## src/rtl/chunk_pkg.sv

```systemverilog
// Package: shared state encoding for the padding chunker.
// Assumes: nothing; holds types only.
package chunk_pkg;
    typedef enum logic [1:0] {
        ST_HEAD  = 2'd0,  // waiting for a packet header
        ST_BODY  = 2'd1,  // forwarding packet words after the header
        ST_FILL  = 2'd2,  // sending all-ones filler up to frame end
        ST_FAULT = 2'd3   // oversize seen, dropping input until clear
    } chunk_state_t;
endpackage

```

## src/rtl/hdr_len_decode.sv

```systemverilog
// Module: reads the byte count from a header word, converts it to a word
// count and compares that with the frame size.
// Assumes: the byte count covers the whole packet including the header.
module hdr_len_decode #(
    parameter int DATA_W  = 64,
    parameter int LEN_W   = 16,
    parameter int LEN_LSB = 16
) (
    input  logic [DATA_W-1:0] hdr_word,
    input  logic [LEN_W-1:0]  frame_size,
    output logic [LEN_W:0]    words_needed,
    output logic              oversize
);
    localparam int BYTES_PER_WORD = DATA_W / 8;
    localparam int SHIFT          = $clog2(BYTES_PER_WORD);

    logic [LEN_W-1:0] byte_cnt;
    logic [LEN_W:0]   rounded;

    // Round the byte count up to whole words; an empty count still needs one word.
    always_comb begin
        byte_cnt = hdr_word[LEN_LSB +: LEN_W];
        rounded  = ({1'b0, byte_cnt} + (LEN_W+1)'(BYTES_PER_WORD - 1)) >> SHIFT;
        words_needed = (rounded == '0) ? (LEN_W+1)'(1) : rounded;
        oversize = words_needed > {1'b0, frame_size};
    end
endmodule

```

## src/rtl/frame_counter.sv

```systemverilog
// Module: counts the words sent in the current frame and flags the final one.
// Assumes: frame_size is at least 1 and stays the same inside a frame.
module frame_counter #(
    parameter int LEN_W = 16
) (
    input  logic             clk,
    input  logic             rst_n,
    input  logic             restart,
    input  logic             step,
    input  logic [LEN_W-1:0] frame_size,
    output logic [LEN_W-1:0] count,
    output logic             at_end
);
    // Final word of the frame when the count reaches size minus one.
    always_comb begin
        at_end = (count == frame_size - LEN_W'(1));
    end

    // Advance on each output word and wrap at the end of the frame.
    always_ff @(posedge clk) begin
        if (!rst_n || restart) begin
            count <= '0;
        end else if (step) begin
            count <= at_end ? '0 : count + LEN_W'(1);
        end
    end

    AST_CNT_IN_FRAME: assert property (@(posedge clk) disable iff (!rst_n)
        (frame_size != '0) |-> (count < frame_size));
endmodule

```

## src/rtl/pad_mux.sv

```systemverilog
// Module: chooses what goes on the output: a packet word, filler, or nothing,
// and drives the input ready that goes with that choice.
// Assumes: state and reject come from the controller in the same cycle.
module pad_mux
    import chunk_pkg::*;
#(
    parameter int DATA_W = 64
) (
    input  logic              clk,
    input  logic              rst_n,
    input  chunk_state_t      state,
    input  logic              reject,
    input  logic              at_end,
    input  logic [DATA_W-1:0] in_data,
    input  logic              in_valid,
    input  logic              out_ready,
    output logic              in_ready,
    output logic [DATA_W-1:0] out_data,
    output logic              out_valid,
    output logic              out_last
);
    localparam logic [DATA_W-1:0] FILLER = '1;

    // Pass-through, filler or drop, chosen by the controller state.
    always_comb begin
        out_data  = in_data;
        out_valid = 1'b0;
        out_last  = 1'b0;
        in_ready  = 1'b0;
        unique case (state)
            ST_HEAD: begin
                if (reject && in_valid) begin
                    in_ready = 1'b1;
                end else begin
                    out_valid = in_valid;
                    out_last  = at_end;
                    in_ready  = out_ready;
                end
            end
            ST_BODY: begin
                out_valid = in_valid;
                out_last  = at_end;
                in_ready  = out_ready;
            end
            ST_FILL: begin
                out_data  = FILLER;
                out_valid = 1'b1;
                out_last  = at_end;
            end
            default: begin
                in_ready  = 1'b1;
            end
        endcase
    end

    AST_FILL_IS_ONES: assert property (@(posedge clk) disable iff (!rst_n)
        (out_valid && out_ready && !in_ready) |-> (out_data == FILLER));

    AST_FILL_HOLDS: assert property (@(posedge clk) disable iff (!rst_n)
        (state == ST_FILL && !out_ready) |=> (out_valid || state != ST_FILL));
endmodule

```

## src/rtl/frame_pad_chunker.sv

```systemverilog
// Module: top of the padding chunker. Sends each packet inside a frame of
// fixed word count, fills the rest with all-ones, and flags oversize packets.
// Assumes: the first word of a packet is a header with its byte count at
// [31:16]; frame_words is only sampled during reset or a clear pulse.
module frame_pad_chunker
    import chunk_pkg::*;
#(
    parameter int DATA_W  = 64,
    parameter int LEN_W   = 16,
    parameter int LEN_LSB = 16
) (
    input  logic              clk,
    input  logic              rst_n,
    input  logic              clear,
    input  logic [LEN_W-1:0]  frame_words,
    input  logic [DATA_W-1:0] in_data,
    input  logic              in_last,
    input  logic              in_valid,
    output logic              in_ready,
    output logic [DATA_W-1:0] out_data,
    output logic              out_last,
    output logic              out_valid,
    input  logic              out_ready,
    output logic              err
);
    chunk_state_t     state_q;
    logic [LEN_W-1:0] frame_q;
    logic [LEN_W-1:0] frame_eff;
    logic [LEN_W:0]   words_needed;
    logic             oversize;
    logic [LEN_W-1:0] word_cnt;
    logic             at_end;
    logic             fire_in;
    logic             fire_out;
    logic             cnt_restart;

    // A frame size of zero is taken as one word.
    always_comb begin
        frame_eff = (frame_words == '0) ? LEN_W'(1) : frame_words;
    end

    hdr_len_decode #(
        .DATA_W (DATA_W),
        .LEN_W  (LEN_W),
        .LEN_LSB(LEN_LSB)
    ) u_len (
        .hdr_word    (in_data),
        .frame_size  (frame_q),
        .words_needed(words_needed),
        .oversize    (oversize)
    );

    frame_counter #(
        .LEN_W(LEN_W)
    ) u_cnt (
        .clk       (clk),
        .rst_n     (rst_n),
        .restart   (cnt_restart),
        .step      (fire_out),
        .frame_size(frame_q),
        .count     (word_cnt),
        .at_end    (at_end)
    );

    pad_mux #(
        .DATA_W(DATA_W)
    ) u_mux (
        .clk      (clk),
        .rst_n    (rst_n),
        .state    (state_q),
        .reject   (oversize),
        .at_end   (at_end),
        .in_data  (in_data),
        .in_valid (in_valid),
        .out_ready(out_ready),
        .in_ready (in_ready),
        .out_data (out_data),
        .out_valid(out_valid),
        .out_last (out_last)
    );

    // Handshake strobes and counter restart.
    always_comb begin
        fire_in     = in_valid && in_ready;
        fire_out    = out_valid && out_ready;
        cnt_restart = clear || (state_q == ST_FAULT);
    end

    // Frame size register: loaded during reset and on a clear pulse.
    always_ff @(posedge clk) begin
        if (!rst_n || clear) begin
            frame_q <= frame_eff;
        end
    end

    // Framing controller and sticky error flag.
    always_ff @(posedge clk) begin
        if (!rst_n || clear) begin
            state_q <= ST_HEAD;
            err     <= 1'b0;
        end else begin
            unique case (state_q)
                ST_HEAD: begin
                    if (fire_in) begin
                        if (oversize || (at_end && !in_last)) begin
                            state_q <= ST_FAULT;
                            err     <= 1'b1;
                        end else if (in_last) begin
                            state_q <= at_end ? ST_HEAD : ST_FILL;
                        end else begin
                            state_q <= ST_BODY;
                        end
                    end
                end
                ST_BODY: begin
                    if (fire_in) begin
                        if (at_end && !in_last) begin
                            state_q <= ST_FAULT;
                            err     <= 1'b1;
                        end else if (in_last) begin
                            state_q <= at_end ? ST_HEAD : ST_FILL;
                        end
                    end
                end
                ST_FILL: begin
                    if (fire_out && at_end) begin
                        state_q <= ST_HEAD;
                    end
                end
                default: begin
                    state_q <= ST_FAULT;
                end
            endcase
        end
    end

    AST_ERR_STICKY: assert property (@(posedge clk) disable iff (!rst_n)
        (err && !clear) |=> err);

    AST_ERR_QUIET: assert property (@(posedge clk) disable iff (!rst_n)
        err |-> (!out_valid && in_ready));

    AST_CLEAR_LOWERS: assert property (@(posedge clk) disable iff (!rst_n)
        clear |=> !err);

    AST_OVERSIZE_FLAGS: assert property (@(posedge clk) disable iff (!rst_n)
        (state_q == ST_HEAD && in_valid && oversize && !clear) |=> err);

    AST_OVERSIZE_SILENT: assert property (@(posedge clk) disable iff (!rst_n)
        (state_q == ST_HEAD && oversize) |-> !out_valid);
endmodule

```

## config.mk

```make
export PLATFORM = sky130hd
export DESIGN_NAME = frame_pad_chunker
export DESIGN_NICKNAME = d
export VERILOG_FILES = /design/src/rtl/chunk_pkg.sv /design/src/rtl/hdr_len_decode.sv /design/src/rtl/frame_counter.sv /design/src/rtl/pad_mux.sv /design/src/rtl/frame_pad_chunker.sv
export SDC_FILE = /design/constraint.sdc
export NUM_CORES = 1
export LEC_CHECK = 0
export ABC_AREA = 1
export BUFFER_PORTS_ARGS = -buffer_cell sky130_fd_sc_hd__buf_2
export CORE_ASPECT_RATIO = 1.1
export CORE_UTILIZATION = 45
export CTS_CLUSTER_SIZE = 16
export DETAILED_ROUTE_END_ITERATION = 8
export PLACE_DENSITY = 0.81
export RECOVER_POWER = 50
export SLEW_MARGIN = 20
export SYNTH_ARGS = -nofsm -noshare
export SYNTH_HDL_FRONTEND = slang
export SYNTH_SLANG_ARGS = --single-unit
```

## constraint.sdc

```tcl
create_clock -name clk -period 3.6 [get_ports clk]
set_input_delay 0.72 -clock clk [delete_from_list [all_inputs] [get_ports clk]]
set_output_delay 0.72 -clock clk [all_outputs]
set_load 0.005 [all_outputs]
```

# Word-level counts from Yosys, hierarchy flattened
# Index checks and enable logic that the tools add are counted.
[word_totals] input_bits=86 regBits=35 output_inout_bits=68 wordCells=59
[op_classes] eq_ne=10 n_lt_le_gt_ge=1 n_reduce_logical=18 n_mux=23 n_addsub=3
[ops] cell="64-bit 2-to-1 mux" n=1
[ops] cell="16-bit by 3-bit adder with 17-bit output (second input constant)" n=1
[ops] cell="17-bit logical NOT" n=1
[ops] cell="16-bit by 1-bit adder with 16-bit output (second input constant)" n=1
[ops] cell="16-bit equality test" n=1
[ops] cell="14-bit by 16-bit > comparator with 1-bit output" n=1
[ops] cell="16-bit logical NOT" n=1
[ops] cell="16-bit 2-to-1 mux" n=1
[ops] cell="2-bit 2-to-1 mux" n=8
[ops] cell="16-bit by 1-bit subtractor with 16-bit output (second input constant)" n=1
[ops] cell="14-bit 2-to-1 mux" n=1
[ops] cell="2-bit != test (second input constant)" n=5
[ops] cell="1-bit 2-to-1 mux" n=7
[ops] cell="1-bit one-hot mux with 3 select lines" n=2
[ops] cell="2-bit one-hot mux with 3 select lines" n=1
[ops] cell="1-bit logical AND" n=5
[ops] cell="5-bit AND reduction" n=1
[ops] cell="2-bit equality test (second input constant)" n=2
[ops] cell="1-bit logical OR" n=4
[ops] cell="1-bit one-hot mux with 2 select lines" n=2
[ops] cell="4-bit AND reduction" n=1
[ops] cell="3-bit != test (second input constant)" n=1
[ops] cell="2-bit by 1-bit equality test with 1-bit output (second input constant)" n=1
[ops] cell="1-bit logical NOT" n=2
[ops] cell="3 further kinds" n=3

# Depth between registers and ports, before layout
[logic_depth] ltp_word=11 depth_mapped=30 ltp_nobuf=30

# Modules after synthesis
# A second synthesis with hierarchy kept.
[unflattened] hier_cells=642 hier_area_um2=4092.7
[modules_own_cells] mod="frame_counter" n_inst=1 cells_each=294 area_each_um2=1720.4
[modules_own_cells] mod="hdr_len_decode" n_inst=1 cells_each=166 area_each_um2=933.4
[modules_own_cells] mod="frame_pad_chunker" n_inst=1 cells_each=93 area_each_um2=854.6
[modules_own_cells] mod="pad_mux" n_inst=1 cells_each=89 area_each_um2=584.3

# Worst setup path after synthesis
# Ideal clock, no wire load.
[synth_timing] path_type="input to output" start="input in_data[22]" end="output out_valid" t_arrival_ps=2802 stages=25 required_ps=2880 path_slack_ps=78 cell_sequence="inv_1 > nor4_4 > nand2_1 > nor2_1 > nand3_1 > xor2_1 > nor2_1 > nand3_1 > nor2_1 > nor2_1 > ha_1 > inv_1 > nand2_1 > nand2_1 > nand2_1 > nand2_1 > nand2_1 > nand2_1 > nand2_1 > nand2_1 > nand2_2 > nand2_1 > nand2_2 > nand2_1 > inv_1"
[synth_via] elab_chain_cells=7
[synth_rtl] element="start, declared" line="frame_pad_chunker.sv:16" rtl="input logic [DATA_W-1:0] in_data,"
[synth_rtl] element="16-bit by 3-bit adder with 17-bit output *" line="hdr_len_decode.sv:23" rtl="rounded = ({1'b0, byte_cnt} + (LEN_W+1)'(BYTES_PER_WORD - 1)) >> SHIFT;"
[synth_rtl] element="17-bit logical NOT" line="hdr_len_decode.sv:24" rtl="words_needed = (rounded == '0) ? (LEN_W+1)'(1) : rounded;"
[synth_rtl] element="14-bit 2-to-1 mux *" line="hdr_len_decode.sv:24"
[synth_rtl] element="14-bit by 16-bit > comparator with 1-bit output *" line="hdr_len_decode.sv:25" rtl="oversize = words_needed > {1'b0, frame_size};"
[synth_rtl] element="1-bit logical AND *" line="pad_mux.sv:32" rtl="if (reject && in_valid) begin"
[synth_rtl] element="1-bit 2-to-1 mux *" line="pad_mux.sv:32"
[synth_rtl] element="1-bit one-hot mux with 3 select lines *" line="pad_mux.sv:30" rtl="unique case (state)"
[synth_rtl] element="end, declared" line="frame_pad_chunker.sv:22" rtl="output logic out_valid,"
# Mark *: on every way between the ends. The rest lies on a longest branch, timed or not.

# Worst setup path in the final report
[layout_timing] start="input in_data[16]" end="output out_last"
[layout_via] elab_chain_cells=7
[layout_rtl] element="16-bit by 3-bit adder with 17-bit output *" line="hdr_len_decode.sv:23"
[layout_rtl] element="17-bit logical NOT" line="hdr_len_decode.sv:24"
[layout_rtl] element="14-bit 2-to-1 mux *" line="hdr_len_decode.sv:24"
[layout_rtl] element="14-bit by 16-bit > comparator with 1-bit output *" line="hdr_len_decode.sv:25"
[layout_rtl] element="1-bit logical AND *" line="pad_mux.sv:32"
[layout_rtl] element="1-bit 2-to-1 mux *" line="pad_mux.sv:32"
[layout_rtl] element="1-bit one-hot mux with 2 select lines *" line="pad_mux.sv:30"
[layout_rtl] element="end, declared" line="frame_pad_chunker.sv:21" rtl="output logic out_last,"
# Marks and branches as above.

==> impl_metrics.csv <==
group,metric,value,unit
final_layout,fin_nets,858,
routing,ant_nets,0,
final_layout,mostFrequentLayoutCells,"nand2_1 (131), buf_2 (129), inv_1 (74), nor2_1 (63), or2_2 (54)",
synth,ys_ff_latch,35,
outcome,violations,"negative setup slack",
final_layout,final_common_cell,"nand2_1",
global_route,grt_pass1_vias,4029,
synth,synth-edff-count,16,
sta,finClkSkew,0.00470,ns
die,start_util,46.3,%
synth,syn_area_per_cell,6.42,um2
global_route,overflow,0,
min_path,min_path_cells,2,
clock_network,clk_latency,0.29,ns
clock_network,path_clk_slew,0.07,ns
critical_path,reg2reg_from,"state_q[0]$_SDFFE_PP0P_",
clock_network,cts_buffers,5,
die,die_y,96.6,um
clock_network,cts_buffer_depth,2,
pwr,power_switching,476,uW
sta,period_needed,3.93,ns
pwr,p_seq_share,34.4,%
routing,drt-vias-per-instance,5.11,
pwr,pwr-share-comb,42.1,%
critical_path,crit_path_end_kind,"output pin",
sta,slew_headroom,17.6,%
routing,wl,12700,um
sta,setup_tns,-1.93,ns
critical_path,reg2regPathDepth,12,
pwr,irDropWorstVdd,0.193,mV
sta,finalMaxSlewViolations,0,
sta,holdWs,0.465,ns
final_layout,final.fill_count,739,
final_layout,syn_to_final_growth,36.6,%
pwr,switching_share,35.3,%
place,hpwlAfterDp,10500,um
clock_network,cts_root_buf,"clkbuf_8",
final_layout,n_antenna_cell,0,
die,core_area,0.00791,mm2
routing,num_vias,4396,
critical_path,cp.required,2.88,ns
die,die_w,88.0,um
critical_path,r2r_slack,0.74,ns
clock_network,cts_max_level,2,
sta,post-route-period-util,109,%
synth,synth_flop_cell,"dfxtp_1",
place,place_congestion,1.01,
sta,worst_slack,-0.328,ns
synth,synth-async-reset-ratio,0,%
place,port-buffer-count,153,
flow_run,drv_cap,0,
global_route,grt_pass1_wl,19100,um
global_route,grt_antenna_before_repair,0,
critical_path,crit_fanout,4,
synth,synthesis.area,0.00366,mm2
critical_path,critPathLaunchType,"input port",
min_path,hp-start,"err$_SDFFE_PP0P_",
routing,route.detailed.drc,0,
routing,detail_route.first_pass.iterations,4,
pwr,cellPowerDensity,269,mW/mm2
min_path,min_path_type,"register to register",
sta,setup_viol_count_final,18,
place,post-place-ws,-0.327,ns
sta,tightest_slew,1.24,ns
pwr,internal_power,873,uW
pwr,pwr-share-clk,23.5,%
clock_network,cts_sinks,35,
die,io_pins,154,
synth,syn_nets,677,
routing,wl_per_cell,14.7,um
synth,synth.distinct_cells,42,
critical_path,crit_type,"input port to output pin",
clock_network,cts_tree,"yes",
min_path,worstHoldEndpoint,"err$_SDFFE_PP0P_",
final_layout,drive_above_1_share,39.4,%
global_route,grt_usage,29.5,%
die,row_count,34,
clock_network,cts_hold_buf,0,
synth,yosys_warnings,0,
global_route,grt_max_degree,55,
die,dieArea,0.00851,mm2
synth,yosysSeqAreaShare,23.5,%
sta,finalHoldViolCount,0,
critical_path,timing.rr.end,"u_cnt.count[13]$_SDFFE_PP0P_",
synth,netlist_instances,571,
sta,rsz0062_at_grt,"true",
critical_path,arrival,3.21,ns
sta,fmax,255,MHz
pwr,leakagePower,0.00256,uW
routing,drt-initial-drc-count,208,
outcome,outcome,"complete, but fails checks",
==> flip-flops by register name (all words and copies together), names as in the netlist <==
register / count
u_cnt.count: 16
err: 1
state_q: 2
frame_q: 16
==> metrics by stage <==
stage / total power, uW / instance area, um2 / utilization, % / std cells
2_1_floorplan: 773 / 3660 / - / 571
3_3_place_gp: 994 / 4730 / 59.8 / 844
3_5_place_dp: 1010 / 4730 / 59.8 / 844
4_1_cts: 1330 / 4910 / 62.1 / 854
5_1_grt: 1430 / 5010 / 63.3 / 861
6_report: 1350 / 5010 / 63.3 / 861
==> power by group through the flow <==
stage	sequential (uW)	clock, uW	combinational [uW]
global route	467	338	622
floorplan	465	0	309
finish	464	317	568
detailed placement	472	0	535
global placement	472	0	522
CTS	464	319	548
==> worst max path at each step <==
stage | startpoint | endpoint | slack (ns) | cells after the start
after floorplan | in_data[22] | out_valid | 0.08 | 25
after global placement | in_data[22] | out_last | -0.24 | 26
after detailed placement | in_data[22] | out_last | -0.33 | 17
after CTS | in_data[21] | in_ready | -0.19 | 27
after global routing | in_data[20] | in_ready | -0.63 | 26
final | in_data[16] | out_last | -0.33 | 18
==> what timing repair did <==
| action | 4_1_cts | 5_1_grt |
|---|---|---|
| pin swaps | 7 | 14 |
| buffers inserted | 2 | 7 |
| setup endpoints to repair | 4 | 22 |
| gates resized for setup | 21 | 16 |
==> metal layers <==
layer	global-route usage (%)	wire length, um
met1	34.0	4980
met2	53.0	6440
met3	5.89	766
met4	9.93	480
met5	0	0
==> critical path, cell delays in order <==
cell and delay (ns):
buf_2 0.11, nor3_2 0.06, nor2_2 0.15, buf_4 0.16, nand3_1 0.10, nor2_1 0.15, nand2_1 0.12, xor2_2 0.19
buf_4 0.14, buf_4 0.12, ha_1 0.26, nand4_1 0.10, nor2_1 0.17, nand3_1 0.17, nand3_4 0.15, a21oi_2 0.05
nor3_1 0.15, buf_2 0.14
==> cell families (layout without fill, tap and decap cells) <==
logic type      Yosys count  after routing  share of synthesized area, %
fa+ha+maj                20             20                          6.83
simple gates            341            341                          45.5
flops                    35             35                          23.5
xor+xnor                 20             20                          4.98
buf+inv                 108            290                          11.5
compound gates           47             47                          7.65
==> cell type report <==
cell class                 count  area (um2)  share of cell area, %
sequential                    35         861                   17.2
timing repair buffer         198        1110                   22.2
inverter                      84         327                   6.52
clock buffer                   8         100                   2.00
multi-input combinational    428        2470                   49.4
tap                          108         135                   2.70
==> cell usage after synthesis (7+ instances only) <==
cell	count	area (um2)
clkbuf_1	22	82.6
xnor2_1	7	61.3
dfxtp_1	19	380
xor2_1	12	105
nand2_2	8	50.1
o21ai_0	12	60.1
or2_2	54	338
a21oi_1	20	100
edfxtp_1	16	480
nand2_1	136	510
nor4_1	7	43.8
nand3_1	30	150
nor2_1	66	248
nor3_1	10	50.1
inv_1	79	297
ha_1	20	250
(Power assumes the default switching activity.)
